**src/rtl/pwr_seq_pkg.sv**
```systemverilog
// Package: state type and per-state control bundle for the power domain
// sequencer. Assumes one sequencer per switchable domain.
package pwr_seq_pkg;

    typedef enum logic [3:0] {
        PS_RUN,
        PS_SAVE,
        PS_ISOLATE,
        PS_CLK_STOP,
        PS_DEEP,
        PS_LIGHT,
        PS_SETTLE,
        PS_CLK_START,
        PS_RESTORE,
        PS_UNISOLATE
    } pseq_state_e;

    typedef struct packed {
        logic save;
        logic restore;
        logic iso;
        logic clk;
        logic sw;
    } pseq_ctrl_t;

    // Maps a state onto the five domain control lines.
    function automatic pseq_ctrl_t ctrl_of(pseq_state_e s);
        pseq_ctrl_t c;
        c = '{save: 1'b0, restore: 1'b0, iso: 1'b0, clk: 1'b1, sw: 1'b1};
        case (s)
            PS_SAVE:      c.save = 1'b1;
            PS_ISOLATE:   c.iso = 1'b1;
            PS_CLK_STOP:  begin c.iso = 1'b1; c.clk = 1'b0; end
            PS_DEEP:      begin c.iso = 1'b1; c.clk = 1'b0; c.sw = 1'b0; end
            PS_LIGHT:     c.clk = 1'b0;
            PS_SETTLE:    begin c.iso = 1'b1; c.clk = 1'b0; end
            PS_CLK_START: c.iso = 1'b1;
            PS_RESTORE:   begin c.iso = 1'b1; c.restore = 1'b1; end
            default:      c = c;
        endcase
        return c;
    endfunction

endpackage

```
**src/rtl/pwr_seq_sync.sv**
```systemverilog
// Multi-stage synchronizer for a single asynchronous level.
// Assumes the input is a slow level; the output is low after reset.
module pwr_seq_sync #(
    parameter int STAGES = 2
) (
    input  logic clk,
    input  logic rst_n,
    input  logic d_async,
    output logic q_sync
);
    logic [STAGES-1:0] chain;

    // Shift the level through the flop chain.
    always_ff @(posedge clk) begin
        if (!rst_n) chain <= '0;
        else        chain <= {chain[STAGES-2:0], d_async};
    end

    assign q_sync = chain[STAGES-1];
endmodule

```
**src/rtl/pwr_seq_settle_timer.sv**
```systemverilog
// Counts cycles spent waiting for the supply. Cleared whenever run is low.
// expired is high in the LIMIT-th consecutive run cycle. Assumes LIMIT >= 2.
module pwr_seq_settle_timer #(
    parameter int LIMIT = 64
) (
    input  logic clk,
    input  logic rst_n,
    input  logic run,
    output logic expired
);
    localparam int CW = (LIMIT > 2) ? $clog2(LIMIT) : 1;
    localparam logic [CW-1:0] LAST = CW'(LIMIT - 1);

    logic [CW-1:0] cnt;

    // Count while waiting, restart at zero otherwise.
    always_ff @(posedge clk) begin
        if (!rst_n)                  cnt <= '0;
        else if (!run)               cnt <= '0;
        else if (cnt != LAST)        cnt <= cnt + 1'b1;
    end

    assign expired = run && (cnt == LAST);
endmodule

```
**src/rtl/pwr_seq_fsm.sv**
```systemverilog
// Sequencing state machine: ordered power-down and mirrored power-up,
// abort of power-down on wake, holding of requests made during power-up.
// Assumes sleep_req and wake are synchronous to clk.
module pwr_seq_fsm
    import pwr_seq_pkg::*;
(
    input  logic        clk,
    input  logic        rst_n,
    input  logic        sleep_req,
    input  logic        sleep_deep,
    input  logic        wake,
    input  logic        pg_ok,
    input  logic        tmo,
    output pseq_state_e state,
    output logic        settle_err
);
    pseq_state_e nxt;
    logic        held, held_deep, pwr_lost;
    logic        go, go_deep, waking;

    assign waking  = (state == PS_SETTLE) || (state == PS_CLK_START) ||
                     (state == PS_RESTORE) || (state == PS_UNISOLATE);
    assign go      = sleep_req || held;
    assign go_deep = sleep_req ? sleep_deep : held_deep;

    // Next-state selection.
    always_comb begin
        nxt = state;
        case (state)
            PS_RUN:       if (go) nxt = go_deep ? PS_SAVE : PS_LIGHT;
            PS_SAVE:      nxt = wake ? PS_RUN : PS_ISOLATE;
            PS_ISOLATE:   nxt = wake ? PS_UNISOLATE : PS_CLK_STOP;
            PS_CLK_STOP:  nxt = wake ? PS_CLK_START : PS_DEEP;
            PS_DEEP:      if (wake) nxt = PS_SETTLE;
            PS_LIGHT:     if (wake) nxt = PS_RUN;
            PS_SETTLE:    if (pg_ok || tmo) nxt = PS_CLK_START;
            PS_CLK_START: nxt = pwr_lost ? PS_RESTORE : PS_UNISOLATE;
            PS_RESTORE:   nxt = PS_UNISOLATE;
            PS_UNISOLATE: nxt = PS_RUN;
            default:      nxt = PS_RUN;
        endcase
    end

    // State register.
    always_ff @(posedge clk) begin
        if (!rst_n) state <= PS_RUN;
        else        state <= nxt;
    end

    // Hold a request made while powering up; drop it once running.
    always_ff @(posedge clk) begin
        if (!rst_n) begin
            held      <= 1'b0;
            held_deep <= 1'b0;
        end else if (state == PS_RUN) begin
            held      <= 1'b0;
        end else if (waking && sleep_req) begin
            held      <= 1'b1;
            held_deep <= sleep_deep;
        end
    end

    // Remember whether the supply was actually removed in this cycle of sleep.
    always_ff @(posedge clk) begin
        if (!rst_n)                  pwr_lost <= 1'b0;
        else if (state == PS_DEEP)   pwr_lost <= 1'b1;
        else if (state == PS_RUN)    pwr_lost <= 1'b0;
    end

    // Sticky flag for a supply that never reported good.
    always_ff @(posedge clk) begin
        if (!rst_n)                                    settle_err <= 1'b0;
        else if (state == PS_SETTLE && tmo && !pg_ok)  settle_err <= 1'b1;
    end
endmodule

```
**src/rtl/pwr_seq_ctrl.sv**
```systemverilog
// Top of the power domain sequencer. Synchronizes power-good, times the
// supply wait and decodes the sequencer state into the domain controls.
// Assumes clk is always on and rst_n is synchronous, active low.
module pwr_seq_ctrl
    import pwr_seq_pkg::*;
#(
    parameter int SETTLE_CYCLES = 64,
    parameter int SYNC_STAGES   = 2
) (
    input  logic clk,
    input  logic rst_n,
    input  logic sleep_req,
    input  logic sleep_deep,
    input  logic wake_timer,
    input  logic wake_irq,
    input  logic pwr_good_in,
    output logic ret_save,
    output logic ret_restore,
    output logic iso_en,
    output logic dom_clk_en,
    output logic pwr_sw_en,
    output logic dom_active,
    output logic settle_err
);
    pseq_state_e st;
    pseq_ctrl_t  ctl;
    logic        pg_sync, tmo;

    pwr_seq_sync #(.STAGES(SYNC_STAGES)) u_pg_sync (
        .clk(clk), .rst_n(rst_n), .d_async(pwr_good_in), .q_sync(pg_sync)
    );

    pwr_seq_settle_timer #(.LIMIT(SETTLE_CYCLES)) u_timer (
        .clk(clk), .rst_n(rst_n), .run(st == PS_SETTLE), .expired(tmo)
    );

    pwr_seq_fsm u_fsm (
        .clk(clk), .rst_n(rst_n),
        .sleep_req(sleep_req), .sleep_deep(sleep_deep),
        .wake(wake_timer || wake_irq),
        .pg_ok(pg_sync), .tmo(tmo),
        .state(st), .settle_err(settle_err)
    );

    assign ctl         = ctrl_of(st);
    assign ret_save    = ctl.save;
    assign ret_restore = ctl.restore;
    assign iso_en      = ctl.iso;
    assign dom_clk_en  = ctl.clk;
    assign pwr_sw_en   = ctl.sw;
    assign dom_active  = (st == PS_RUN);
endmodule

```
**config.mk**
```make
export PLATFORM = sky130hd
export DESIGN_NAME = pwr_seq_ctrl
export DESIGN_NICKNAME = d
export VERILOG_FILES = /design/src/rtl/pwr_seq_pkg.sv /design/src/rtl/pwr_seq_sync.sv /design/src/rtl/pwr_seq_settle_timer.sv /design/src/rtl/pwr_seq_fsm.sv /design/src/rtl/pwr_seq_ctrl.sv
export SDC_FILE = /design/constraint.sdc
export NUM_CORES = 1
export LEC_CHECK = 0
export ABC_CLOCK_PERIOD_IN_PS = 2050
export CAP_MARGIN = 20
export CORE_ASPECT_RATIO = 1.5
export CORE_UTILIZATION = 45
export CTS_BUF_LIST = sky130_fd_sc_hd__clkbuf_4 sky130_fd_sc_hd__clkbuf_8
export DETAILED_ROUTE_END_ITERATION = 10
export DONT_BUFFER_PORTS = 1
export PLACE_DENSITY = 0.63
export SLEW_MARGIN = 20
export SYNTH_ARGS = -nofsm -noshare
export SYNTH_HDL_FRONTEND = slang
export SYNTH_SLANG_ARGS = --single-unit
```
**constraint.sdc**
```tcl
create_clock -name clk -period 2.05 [get_ports clk]
set_input_delay 0.41 -clock clk [delete_from_list [all_inputs] [get_ports clk]]
set_output_delay 0.41 -clock clk [all_outputs]
set_load 0.01 [all_outputs]
```
Word level (Yosys, flattened, before mapping)
Index checks and enable logic that the tools add are counted.
- register bits: 16
- input port bits: 7
- output and inout port bits: 7
- word-level logic and storage cells: 62
- $add $sub $neg: 1
- equal/unequal tests: 15
- multiplexer cells: 18
- bitwise logic cells: 2
- reductions and logical operators: 19
- operators by type and width (kind ; number):
    one-hot mux 4 bit (9 select lines) ; 1
    2-to-1 mux 4 bit ; 5
    == test 4 x 3 -> 1 bit (second input constant) ; 4
    2-to-1 mux 1 bit ; 9
    == test 4 x 2 -> 1 bit (second input constant) ; 2
    == test 4 bit (second input constant) ; 2
    inequality test 2 x 1 -> 1 bit (second input constant) ; 4
    adder 6 x 1 -> 6 bit (second input constant) ; 1
    == test 6 bit (second input constant) ; 1
    logical OR 1 bit ; 6
    inequality test 6 bit (second input constant) ; 1
    OR reduction 6 bit ; 1
    == test 4 x 1 -> 1 bit (second input constant) ; 1
    logical AND 1 bit ; 4
    zero test 4 bit ; 1
    2-to-1 mux 2 bit ; 2
    AND reduction 2 bit ; 2
    AND reduction 4 bit ; 1
    OR reduction 4 bit ; 1
    2-to-1 mux 3 bit ; 1
    inverter 1 bit ; 2
    nonzero test 2 bit ; 1
    OR reduction 2 bit ; 1
    zero test 1 bit ; 1

Logic depth before layout (Yosys ltp)
- word-level depth: 6
- mapped depth: 5
- mapped depth without buffers: 5

Modules after synthesis
From an unflattened synthesis, not the netlist that was laid out.
- cells, all modules: 107
- area total of the unflattened synthesis: 930.9 um^2
- by module, submodules not included (module ; instances ; cells an instance ; area each (um^2) ; seq. area each (um^2)):
    pwr_seq_fsm ; 1 ; 56 ; 490.5 ; 160.2
    pwr_seq_settle_timer ; 1 ; 34 ; 287.8 ; 120.1
    pwr_seq_ctrl ; 1 ; 13 ; 100.1 ; 0.0
    pwr_seq_sync ; 1 ; 4 ; 52.6 ; 40.0

Worst setup path after synthesis
No wires, ideal clock.
- kind: reg2reg
- from: register u_timer.cnt[0]
- to: register u_fsm.state[0]
- setup time: 101 ps
- arrival: 1390 ps
- required time: 1949 ps
- path slack: 559 ps
- cell stages (with the launch flop): 6
- path buffers: 0
- clock period less this slack: 1491 ps
- cell sequence: dfxtp_1 -> ha_1 -> and2_1 -> a2111oi_2 -> o311ai_0 -> o41ai_1
- cells in the longest elaborated chain, start to end: 5
- ends and longest elaborated chain (item ; RTL line ; text):
    start: declaration ; pwr_seq_settle_timer.sv:14 ; logic [CW-1:0] cnt;
    start signal: assignment ; pwr_seq_settle_timer.sv:20 ; else if (cnt != LAST) cnt <= cnt + 1'b1;
    == test 6 bit ; pwr_seq_settle_timer.sv:23 ; assign expired = run && (cnt == LAST);
    logical AND 1 bit ; pwr_seq_settle_timer.sv:23 ;
    logical OR 1 bit ; pwr_seq_fsm.sv:36 ; PS_SETTLE: if (pg_ok || tmo) nxt = PS_CLK_START;
    inequality test 2 x 1 -> 1 bit (no line) ; n/a ;
    AND reduction 4 bit (no line) ; n/a ;
    end signal: assignment ; pwr_seq_fsm.sv:47 ; else state <= nxt;
    end: declaration ; pwr_seq_fsm.sv:14 ; output pseq_state_e state,
No other way between the ends.
A chain may end at the register's enable or synchronous reset.

Worst setup path after layout
- from: register u_fsm.state[3]
- to: output port dom_active
- cells in the longest elaborated chain, start to end: 1
- ends and longest elaborated chain (item ; RTL line ; text):
    zero test 4 bit ; pwr_seq_ctrl.sv:51 ; assign dom_active = (st == PS_RUN);
    end: declaration ; pwr_seq_ctrl.sv:22 ; output logic dom_active,
No other way between the ends.

==> impl_metrics.tcl <==
set metrics [dict create \
    min_period_ns 1.88 \
    synth_cells 104 \
    grt_overflow 0 \
    dp_cells 121 \
    core_area_um2 1830 \
    ys_async_sr_fraction 0 \
    num_io_pins 14 \
    grt_pass1_vias 660 \
    combPwrFrac 0.395 \
    hold_depth 1 \
    leakagePower_nw 0.325 \
    synth_edf_count 0 \
    syn_nets 112 \
    gp_congestion 0.820 \
    clk_latency_ns 0.28 \
    status "finished, final reports clean" \
    synthFlopType "dfxtp_1" \
    hold_path_class "input pin to register" \
    power_switching_w 0.000409 \
    fmax_mhz 532 \
    peakVddDrop_mv 0.741 \
    netlist_area_um2 876 \
    grt_use_total 0.181 \
    cap_viol_max_count 0 \
    power_frac_seq 0.414 \
    ctsResizeCount 0 \
    clockPowerShare 0.192 \
    holdWs_ns 0.244 \
    numCtsBuffers 3 \
    cp.arrival_ns 1.47 \
    hold_start "rst_n" \
    p_int_w 0.000640 \
    grt_max_degree 15 \
    drtAntennaViolNets 0 \
    area_growth_pct 5.00 \
    worstPathCellList "or4_4 > inv_1" \
    die_x_um 38.0 \
    routed_via_density 5.73 \
    slowest_delay_ns 0.62 \
    startpoint "u_fsm.state[3]$_SDFFE_PN0P_" \
    regArea_um2 320 \
    clkSlewWorstSetupHoldPaths_ns 0.09 \
    ys_ff_latch 16 \
    finalClockSkew_ns 0.00350 \
    num_vias 716 \
    relSlewSlack 0.641 \
    drc 0 \
    timing.rr.start "u_fsm.state[1]$_SDFFE_PN0P_" \
    final_common_cell "dfxtp_1" \
    dp.final_hpwl_um 1340 \
    drt-total-wl_um 1670 \
    drive_above_1_share 0.115 \
    worstSetupEndpointType "output pin" \
    die-area_um2 2130 \
    root_buffer "clkbuf_4" \
    detail_route.first_pass.iterations 4 \
    pwr_density_cell_nw_per_um2 1140 \
    avgRoutedWirePerCell_um 13.4 \
    worst_pin_slew_ns 0.537 \
    post_cts_buffers 0 \
    fin_setup_tns_ns 0 \
    hold_buffers 0 \
    post_synth_num_cell_types 37 \
    crit_fanout 12 \
    rsz0062_at_grt "no" \
    crit_path_top_delay_cell "or4_4" \
    switching_share 0.390 \
    finalSetupViolCount 0 \
    nets 113 \
    fin_ws_ns 0.171 \
    ys_seq_area_frac 0.366 \
    clock_sinks 16 \
    rows 19 \
    path_class "register to output pin" \
    dp_slack_ns 0.358 \
    antenna_found_initial 0 \
    r2r_cells 4 \
    start_util 0.478 \
    drtIter0Drc 17 \
    cts_htree_levels 1 \
    hold_viol 0 \
    die_y_um 56.0 \
    port_buffers 0 \
    slew_viol_final 0 \
    fin_crit_sh 0.917 \
    stdcell_count 125 \
    required_ns 1.64 \
    multi_input_area_um2 507 \
    mostFrequentLayoutCells "16 x dfxtp_1, 9 x nor2_1, 7 x nand2_1, 6 x inv_1, 6 x a21oi_1" \
    cts_tree "built" \
    num_antenna_cells 0 \
    avgSynthCellArea_um2 8.42 \
    cts_max_path_buffers 2 \
    n_fill_cell 181 \
    totalPowerFinal_w 0.00105 \
    critPathLaunchType "register" \
    grt_pass1_wl_um 2730 \
    ys_warn_count 0 \
]
-- cells in the mapped netlist, types with 3 or more instances --
library cell / instances / area (µm²)
nand2b_1: 3 / 18.8
nor3_1: 5 / 25.0
nand2_1: 7 / 26.3
buf_2: 3 / 15.0
nor3b_1: 3 / 22.5
a21oi_1: 6 / 30.0
o21ai_0: 4 / 20.0
or3_1: 3 / 18.8
and2_1: 4 / 25.0
o31ai_1: 3 / 22.5
inv_1: 6 / 22.5
nor2_1: 9 / 33.8
dfxtp_1: 16 / 320
-- area by class of cell --
class	count	area share
repair buffers	1	0.00816
inverters	6	0.0245
flip-flops and latches	16	0.348
clock buffers	4	0.0395
well taps	21	0.0286
multi-input cells	77	0.551
-- flip-flops by register name, indices dropped and copies added, names as in the netlist --
name	flops
u_timer.cnt	6
u_fsm.held	1
u_fsm.pwr_lost	1
u_pg_sync.chain	2
u_fsm.settle_err	1
u_fsm.state	4
u_fsm.held_deep	1
-- per-stage QoR --
| step | instance area (µm²) | utilization |
|---|---|---|
| after floorplan | 876 | - |
| after detailed placement | 883 | 0.483 |
| after CTS | 920 | 0.502 |
| after global routing | 920 | 0.502 |
| final | 920 | 0.502 |
| after global placement | 883 | 0.483 |
-- logic make-up (layout without fill, tap and decap cells) --
| family | Yosys count | in the layout | share of synthesized area |
|---|---|---|---|
| AO/OA/AOI/OAI | 25 | 25 | 0.226 |
| buffers and inverters | 11 | 11 | 0.0557 |
| adder cells (fa/ha/maj) | 1 | 1 | 0.0143 |
| multiplexers | 2 | 2 | 0.0229 |
| XOR/XNOR | 3 | 3 | 0.0300 |
| AND/OR/NAND/NOR | 46 | 46 | 0.286 |
| flip-flops | 16 | 16 | 0.366 |
-- power by group through the flow --
stage               registers [W]  logic [W]  clock network (W)
CTS                      0.000431   0.000416           0.000211
global route             0.000449   0.000447           0.000233
global placement         0.000440   0.000413                  0
finish                   0.000434   0.000414           0.000201
floorplan                0.000385   0.000404                  0
detailed placement       0.000439   0.000415                  0
-- routing by layer --
| metal | vias up | global-route usage | part of all wire | wire length [µm] |
|---|---|---|---|---|
| li1 | 371 | - | - | - |
| met1 | 326 | 0.196 | 0.41 | 691 |
| met2 | 13 | 0.303 | 0.54 | 897 |
| met3 | 6 | 0.0360 | 0.020 | 33 |
| met4 | 0 | 0.107 | 0.028 | 46 |
| met5 | - | 0 | 0 | 0 |
-- critical path, delay by kind of cell (launching register included) --
| kind | cells | cell delay, ns |
|---|---|---|
| flip-flops | 1 | 0.42 |
| AND/OR/NAND/NOR | 1 | 0.62 |
| buffers and inverters | 1 | 0.14 |
-- path summary, 6_finish.rpt --
path                            slack, ns                             to
worst max register to register       0.34    u_fsm.state[0]$_SDFFE_PN0P_
worst min register to register       0.45  u_pg_sync.chain[1]$_SDFF_PN0_
worst max-delay path                 0.17                     dom_active
worst min-delay path                 0.24  u_fsm.settle_err$_SDFFE_PN0P_
No activity file was read; power rests on OpenSTA's default activity.
